==> src/rtl/oeSplitPkg.sv <==
package oeSplitPkg;

  // Strobes the control hands to the datapath each input cycle.
  typedef struct packed {
    logic capOdd;    // latch the incoming pixel as the odd half
    logic capEven;   // incoming pixel completes the pair as the even half
    logic loadPend;  // completed pair must wait for the next output tick
    logic tick;      // output clock falls at this edge: update the buses
    logic srcValid;  // a pair is available to enter the stage this tick
    logic usePend;   // take that pair from the pending slot, not the live path
  } ctrlStrobes_t;

endpackage

==> src/rtl/oeSplitCtrl.sv <==
module oeSplitCtrl
  import oeSplitPkg::*;
(
  input  logic         clk,
  input  logic         rstN,
  input  logic         de,
  output ctrlStrobes_t strb,
  output logic         outClk,
  output logic         outClkN,
  output logic         startPulse
);

  logic deQ;
  logic haveOdd;
  logic firstOdd;
  logic pendValid;
  logic pendFirst;

  logic deRise;
  logic capOdd;
  logic capEven;
  logic flush;
  logic complete;
  logic tick;
  logic srcValid;
  logic srcFirst;
  logic loadPend;

  always_comb begin
    deRise   = de & ~deQ;
    capOdd   = de & (deRise | ~haveOdd);
    capEven  = de & haveOdd & ~deRise;
    flush    = ~de & haveOdd;
    complete = capEven | flush;
    tick     = outClk;
    srcValid = complete | pendValid;
    srcFirst = complete ? firstOdd : pendFirst;
    loadPend = complete & ~tick;
  end

  always_comb begin
    strb.capOdd   = capOdd;
    strb.capEven  = capEven;
    strb.loadPend = loadPend;
    strb.tick     = tick;
    strb.srcValid = srcValid;
    strb.usePend  = ~complete;
  end

  always_ff @(posedge clk) begin
    if (!rstN) begin
      deQ        <= 1'b0;
      haveOdd    <= 1'b0;
      firstOdd   <= 1'b0;
      pendValid  <= 1'b0;
      pendFirst  <= 1'b0;
      outClk     <= 1'b0;
      outClkN    <= 1'b1;
      startPulse <= 1'b0;
    end else begin
      deQ     <= de;
      outClk  <= ~outClk;
      outClkN <= outClk;
      if (capOdd) begin
        haveOdd  <= 1'b1;
        firstOdd <= deRise;
      end else if (complete) begin
        haveOdd <= 1'b0;
      end
      if (loadPend) begin
        pendValid <= 1'b1;
        pendFirst <= firstOdd;
      end else if (tick) begin
        pendValid <= 1'b0;
      end
      if (tick) begin
        startPulse <= srcValid & srcFirst;
      end
    end
  end

  // a completed pair never lands on an occupied pending slot
  a_r1_no_overrun: assert property (@(posedge clk) disable iff (!rstN)
    (complete && !tick) |-> !pendValid);

  // a rising start pulse holds through the next input cycle
  a_r5_pulse_width: assert property (@(posedge clk) disable iff (!rstN)
    $rose(startPulse) |=> $stable(startPulse));

  // a new line always begins with an odd pixel held
  a_r7_restart_odd: assert property (@(posedge clk) disable iff (!rstN)
    (de && !deQ) |=> haveOdd);

  // an odd pixel left over at the end of a line is flushed
  a_r8_flush: assert property (@(posedge clk) disable iff (!rstN)
    (haveOdd && !de) |=> !haveOdd);

endmodule

==> src/rtl/oeSplitData.sv <==
module oeSplitData
  import oeSplitPkg::*;
#(
  parameter int COLOR_W = 6
) (
  input  logic                   clk,
  input  logic                   rstN,
  input  ctrlStrobes_t           strb,
  input  logic [3*COLOR_W-1:0]   pixIn,
  input  logic                   swapRb,
  output logic [3*COLOR_W-1:0]   oddBus,
  output logic [3*COLOR_W-1:0]   evenBus
);

  localparam int PIX_W = 3 * COLOR_W;

  logic [PIX_W-1:0] oddHold;
  logic [PIX_W-1:0] pendOdd;
  logic [PIX_W-1:0] pendEven;
  logic [PIX_W-1:0] stageOdd;
  logic [PIX_W-1:0] stageEven;
  logic [PIX_W-1:0] newEven;
  logic [PIX_W-1:0] srcOdd;
  logic [PIX_W-1:0] srcEven;
  logic [PIX_W-1:0] outOdd;
  logic [PIX_W-1:0] outEven;

  always_comb begin
    newEven = strb.capEven ? pixIn : '0;
    srcOdd  = strb.usePend ? pendOdd  : oddHold;
    srcEven = strb.usePend ? pendEven : newEven;
  end

  // Field order: generate picks straight or swapped red/blue per field slot.
  for (genvar f = 0; f < 3; f++) begin : g_field
    localparam int SRC_SW = 2 - f;
    always_comb begin
      if (swapRb) begin
        outOdd [f*COLOR_W +: COLOR_W] = stageOdd [SRC_SW*COLOR_W +: COLOR_W];
        outEven[f*COLOR_W +: COLOR_W] = stageEven[SRC_SW*COLOR_W +: COLOR_W];
      end else begin
        outOdd [f*COLOR_W +: COLOR_W] = stageOdd [f*COLOR_W +: COLOR_W];
        outEven[f*COLOR_W +: COLOR_W] = stageEven[f*COLOR_W +: COLOR_W];
      end
    end
  end

  always_ff @(posedge clk) begin
    if (!rstN) begin
      oddHold   <= '0;
      pendOdd   <= '0;
      pendEven  <= '0;
      stageOdd  <= '0;
      stageEven <= '0;
      oddBus    <= '0;
      evenBus   <= '0;
    end else begin
      if (strb.capOdd) begin
        oddHold <= pixIn;
      end
      if (strb.loadPend) begin
        pendOdd  <= oddHold;
        pendEven <= newEven;
      end
      if (strb.tick) begin
        stageOdd  <= strb.srcValid ? srcOdd  : '0;
        stageEven <= strb.srcValid ? srcEven : '0;
        oddBus    <= outOdd;
        evenBus   <= outEven;
      end
    end
  end

  // the buses move only on output ticks
  a_r3_bus_on_tick: assert property (@(posedge clk) disable iff (!rstN)
    !$past(strb.tick) |-> ($stable(oddBus) && $stable(evenBus)));

  // an empty tick leaves a zero stage
  a_r9_idle_zero: assert property (@(posedge clk) disable iff (!rstN)
    (strb.tick && !strb.srcValid) |=> (stageOdd == '0 && stageEven == '0));

endmodule

==> src/rtl/oeSplitTop.sv <==
module oeSplitTop
  import oeSplitPkg::*;
#(
  parameter int COLOR_W = 6
) (
  input  logic                 clk,
  input  logic                 rstN,
  input  logic [3*COLOR_W-1:0] pixIn,
  input  logic                 de,
  input  logic                 swapRb,
  output logic [3*COLOR_W-1:0] oddBus,
  output logic [3*COLOR_W-1:0] evenBus,
  output logic                 outClk,
  output logic                 outClkN,
  output logic                 startPulse
);

  ctrlStrobes_t strb;

  oeSplitCtrl i_ctrl (
    .clk        (clk),
    .rstN       (rstN),
    .de         (de),
    .strb       (strb),
    .outClk     (outClk),
    .outClkN    (outClkN),
    .startPulse (startPulse)
  );

  oeSplitData #(.COLOR_W(COLOR_W)) i_data (
    .clk     (clk),
    .rstN    (rstN),
    .strb    (strb),
    .pixIn   (pixIn),
    .swapRb  (swapRb),
    .oddBus  (oddBus),
    .evenBus (evenBus)
  );

  // the two output clocks are always complementary
  a_r3_clk_pair: assert property (@(posedge clk) disable iff (!rstN)
    outClkN != outClk);

endmodule

==> config.mk <==
export PLATFORM = sky130hd
export DESIGN_NAME = oeSplitTop
export DESIGN_NICKNAME = d
export VERILOG_FILES = /design/src/rtl/oeSplitPkg.sv /design/src/rtl/oeSplitCtrl.sv /design/src/rtl/oeSplitData.sv /design/src/rtl/oeSplitTop.sv
export SDC_FILE = /design/constraint.sdc
export NUM_CORES = 1
export LEC_CHECK = 0
export BUFFER_PORTS_ARGS = -buffer_cell sky130_fd_sc_hd__buf_2
export CAP_MARGIN = 10
export CORE_MARGIN = 4
export CORE_UTILIZATION = 35
export DETAILED_ROUTE_END_ITERATION = 6
export GPL_TIMING_DRIVEN = 0
export PLACE_DENSITY = 0.63
export SYNTH_ARGS = -nofsm -noshare
export SYNTH_HDL_FRONTEND = slang
export SYNTH_SLANG_ARGS = --single-unit
==> constraint.sdc <==
create_clock -name clk -period 1.5 [get_ports clk]
set_input_delay 0.225 -clock clk [delete_from_list [all_inputs] [get_ports clk]]
set_output_delay 0.225 -clock clk [all_outputs]
set_load 0.005 [all_outputs]
Yosys cells after proc, flatten, opt, wreduce, memory -nomap -nowiden
Index checks and enable logic that the tools add are counted.
- $add $sub $neg: 0
- $mul: 0
- div/mod/pow operators: 0
- $lt $le $gt $ge: 0
- equal/unequal tests: 0
- shifts and indexed selects: 0
- mux-type cells: 14
- bitwise logic cells: 15
- reduce and logical (&&, ||, !) cells: 2
- operators with widths (cell ; count):
    $mux W18 ; 5
    $mux W6 ; 4
    $and A1 B1 Y1 ; 7
    $mux W1 ; 5
    $not A1 Y1 ; 5
    $reduce_bool A2 Y1 ; 2
    $or A1 B1 Y1 ; 3
- register bits: 134
- bits in latches: 0
- bits in writable memories: 0
- ROM bits: 0
- input port bits: 22
- output and inout port bits: 39
- logic and storage cells: 46
- memories kept: 0

Logic depth before layout (Yosys ltp)
- depth in word-level cells: 7
- depth in mapped cells: 6
- depth with buffers taken out: 3

By module
Synthesis repeated with hierarchy kept, for this count alone.
- cells, all modules: 563
- area, all modules: 5704.2 µm²
- modules (own cells, without submodules) (module ; instances ; cells each ; area each (µm²) ; seq. area each (µm²)):
    oeSplitData ; 1 ; 526 ; 5351.4 ; 2522.4
    oeSplitCtrl ; 1 ; 37 ; 352.8 ; 160.2

Worst setup path after synthesis
Ideal clock, no wire load.
- path kind: register to register
- start point: register i_ctrl.haveOdd
- end point: register i_data.stageEven[10]
- setup time: 0.123 ns
- data arrival time: 1.145 ns
- required time: 1.377 ns
- path slack: 0.232 ns
- stages on the path, launching flop included: 7
- buffers on the path: 3
- period minus slack after synthesis: 1.268 ns
- cell sequence: dfxtp_1 -> buf_4 -> o211a_1 -> buf_4 -> buf_4 -> a22oi_2 -> a31oi_1
- cells in the longest elaborated chain, start to end: 5
- elaborated cells on any way between the ends: 8
- those cells by class: mux: 3; bitwise: 5
- ends and longest elaborated chain (element ; line ; RTL):
    from (decl) ; oeSplitCtrl.sv:14 ; logic haveOdd;
    from (signal assigned) ; oeSplitCtrl.sv:53 ; haveOdd <= 1'b0;
    from (signal assigned) ; oeSplitCtrl.sv:65 ; haveOdd <= 1'b1;
    from (signal assigned) ; oeSplitCtrl.sv:68 ; haveOdd <= 1'b0;
    $and A1 B1 Y1 (2 in a row) ; oeSplitCtrl.sv:32 ; capEven = de & haveOdd & ~deRise;
    $mux W18 or $or A1 B1 Y1 (tied branches) ; oeSplitData.sv:29, oeSplitCtrl.sv:34 ;
    $mux W18 or $or A1 B1 Y1 (tied branches) ; oeSplitData.sv:31, oeSplitCtrl.sv:36 ;
    $mux W18 * ; oeSplitData.sv:67 ; stageEven <= strb.srcValid ? srcEven : '0;
    to (signal assigned) ; oeSplitData.sv:67 ;
    to (decl) ; oeSplitData.sv:21 ; logic [PIX_W-1:0] stageEven;
Every way passes the cells marked *; elsewhere a longest branch is shown, timed or not.
A chain may end at the register's enable or synchronous reset.

==> flow_summary.toml <==
[timing]
fmax_mhz = 694
finalCriticalPeriod_ns = 1.44
worst_pin_slew_ns = 0.599
fin_ws_ns = 0.0585
setup_viol = 0
tns_ns = 0
maxSlewHeadroom_pct = 60.0
final_max_slew_viol_count = 0
final-hold-violation-count = 0
finalClockSkew_ns = 0.00637
post-route-period-util_pct = 96.1

[final_layout]
drive_gt1_share_pct = 25.8
nNetsFinal = 756
seqCellArea_sq_mm = 0.00268
area_growth_pct = 22.3
fillCellCount = 1688
multi_input_area_sq_mm = 0.00295
n_antenna_cell = 0

[cts]
clkSinkCount = 134
htreeDepth = 4
clock_tree.root_cell = "clkbuf_16"
clock_latency_ns = 0.42
cts_tree = "yes"
cts_hold_buf = 0
cts_buffers = 17
clockBufferDepth = 2
clkTransAtPathRegs_ns = 0.06

[yosys]
synth_edf_count = 0
synthArstFlopShare_pct = 0
yosysTopAreaCell = "dfxtp_1"
yosys_warnings = 0
postSynthAreaPerCell_sq_um = 9.28
synth_most_common_cell = "dfxtp_1"
syn_inst = 653
ys_seq_area_share_pct = 44.3
ys_ff_latch = 134
yosysUniqueCellTypes = 34
synth_area_sq_mm = 0.00606
synth_ff_type = "dfxtp_1"
netlist_top_cells_area = "dfxtp_1 44%, a22oi_2 6.2%, mux2i_1 5.9%, o21ai_0 5.3%, o211a_1 4.1%"
synth_top_area_share_pct = 44.3
synth_common_cells = "134 x dfxtp_1, 64 x o21ai_0, 61 x nand2_1"
synth_fp_nets = 675

[drt]
route.detailed.drc = 0
drt_iter0_drc = 370
viasPerCell = 5.58
final_antenna_net_count = 0
dr.pass1.iters = 5
wl_per_cell_microns = 19.0
vias = 5393
routed_wl_microns = 18400

[die]
core_area_sq_mm = 0.0168
dieHeight_microns = 140
ioPinCount = 61
die_w_microns = 140
start_util_pct = 36.2
die_area_sq_mm = 0.0195
rows = 47

[critical_path]
slowest_delay_ns = 0.39
path_cells = "buf_6, o211a_1, buf_4, buf_6, a22oi_2, a31oi_1"
path_common_cell = "buf_6"
cp_max_fo = 10
cp.required_ns = 1.84
r2r_slack_ns = 0.06
r2r_cells = 6
cp-end-kind = "flop"
r2r_start = "i_ctrl.outClk"
arrival_ns = 1.79
cp_slowest_cell = "dfxtp_1"
crit_start = "i_ctrl.outClk"
crit_path_start_kind = "flop"
worstSetupPathType = "flop to flop"
r2r_end = "i_data.stageEven[15]"

[global_routing]
grt_max_degree = 17
track_usage_pct = 18.6
grt_antenna_before_repair = 0
grt_pass1_vias = 5064
gr-total-overflow = 0
grt_pass1_wl_microns = 28500

[min_path]
hp-start = "pixIn[11]"
hold_depth = 3
min_to = "i_data.oddHold[11]"
hp-class = "input port to flop"

[placement]
io_buffers = 59
place_hpwl_microns = 12800
dp_worst_setup_slack_ns = -0.107
gp_congestion = 0.839

[power_and_ir_drop]
power.density_mw_per_mm2 = 1270
ir_worst_vdd_mv = 0.947
power_leakage_nw = 2.92

[flow_run]
maxCapViolCount = 0

[run_status]
status = "completed"
timing repair:
| action | CTS | global route |
|---|---|---|
| gates resized for setup | 11 | 33 |
| endpoints found under the setup margin | 65 | 67 |
| pin swaps | 0 | 2 |
| setup buffers | 0 | 4 |
placed cells by master (no fill, tap or decap), types with 3 or more instances in the layout:
| cell | instances |
|---|---|
| clkinvlp_4 | 3 |
| o21ai_0 | 64 |
| clkbuf_1 | 11 |
| or3_1 | 18 |
| o21ai_1 | 10 |
| a21boi_0 | 10 |
| buf_4 | 15 |
| a21boi_1 | 30 |
| o211a_1 | 25 |
| a22oi_1 | 6 |
| buf_2 | 80 |
| clkbuf_4 | 5 |
| nor2_1 | 18 |
| bufinv_16 | 6 |
| clkbuf_2 | 10 |
| clkbuf_16 | 17 |
| a21oi_1 | 37 |
| nand4_1 | 18 |
| mux2i_1 | 36 |
| a22oi_2 | 30 |
| a31oi_1 | 18 |
| nand3_1 | 20 |
| buf_6 | 15 |
| nand2_1 | 60 |
| clkinv_2 | 3 |
| a32oi_1 | 19 |
| dfxtp_1 | 133 |
| nor2b_1 | 13 |
worst max-delay path: cells and delay by family (launching register included):
| family | cells | cell delay, ns |
|---|---|---|
| flops | 1 | 0.39 |
| compound gates | 3 | 0.38 |
| buf+inv | 3 | 0.60 |
logic make-up after synthesis:
| logic type | after synthesis | synth area share [%] |
|---|---|---|
| DFF | 134 | 44.3 |
| AOI/OAI and AO/OA | 251 | 30.1 |
| muxes | 36 | 5.95 |
| and+or+nand+nor | 155 | 12.6 |
| buffers and inverters | 77 | 7.08 |
registers in the layout, indices dropped and copies added (netlist names):
signal,flops
i_ctrl.pendValid,1
i_data.oddBus,18
i_data.evenBus,18
i_data.oddHold,18
i_data.stageOdd,18
i_ctrl.firstOdd,1
i_ctrl.outClkN,1
i_ctrl.haveOdd,1
i_data.stageEven,18
i_ctrl.deQ,1
i_ctrl.outClk,1
i_data.pendOdd,18
i_ctrl.startPulse,1
i_ctrl.pendFirst,1
i_data.pendEven,18
metrics by stage:
| step | total power [mW] | util [%] | std cells | hold slack [ns] | area (sq um) |
|---|---|---|---|---|---|
| 6_report | 9.42 | 44.2 | 967 | 0.0833 | 7410 |
| 5_1_grt | 9.70 | 44.2 | 967 | 0.0888 | 7410 |
| 4_1_cts | 9.43 | 43.8 | 963 | 0.0789 | 7330 |
| 3_5_place_dp | 4.66 | 39.6 | 932 | 0.462 | 6630 |
| 3_3_place_gp | 4.65 | 39.6 | 932 | 0.456 | 6630 |
| 2_1_floorplan | 4.34 | - | 653 | 0.369 | 6060 |
routing by layer:
layer | vias to the layer above | GRT usage (%) | part of all wire [%] | wire, microns
li1 | 2564 | - | - | -
met4 | 0 | 7.09 | 1.9 | 357
met1 | 2588 | 26.9 | 48 | 8850
met5 | - | 0 | 0 | 0
met3 | 27 | 4.32 | 7.3 | 1340
met2 | 214 | 27.0 | 43 | 7820
where the power goes:
group / switching (mW) / internal [mW]
Combinational: 0.553 / 0.322
Sequential: 0.0809 / 3.67
Clock: 1.60 / 3.20
Total: 2.24 / 7.19
worst max-delay path by stage:
stage / end / slack (ns)
floorplan: i_data.stageEven[10] / 0.23
global placement: i_ctrl.firstOdd / -0.1
detailed placement: i_ctrl.firstOdd / -0.11
CTS: i_data.stageEven[9] / 0.0007
global route: i_data.pendEven[7] / -0.01
finish: i_data.stageEven[15] / 0.06
layout make-up:
| class | instances | share of cell area (%) |
|---|---|---|
| Multi-Input combinational cell | 442 | 39.8 |
| Tap cell | 220 | 3.71 |
| Timing Repair Buffer | 63 | 4.39 |
| Inverter | 3 | 0.152 |
| Buffer | 73 | 6.55 |
| Clock buffer | 19 | 6.11 |
| Sequential cell | 134 | 36.2 |
| Clock inverter | 13 | 3.05 |
Power figures use the tool's default switching activity.
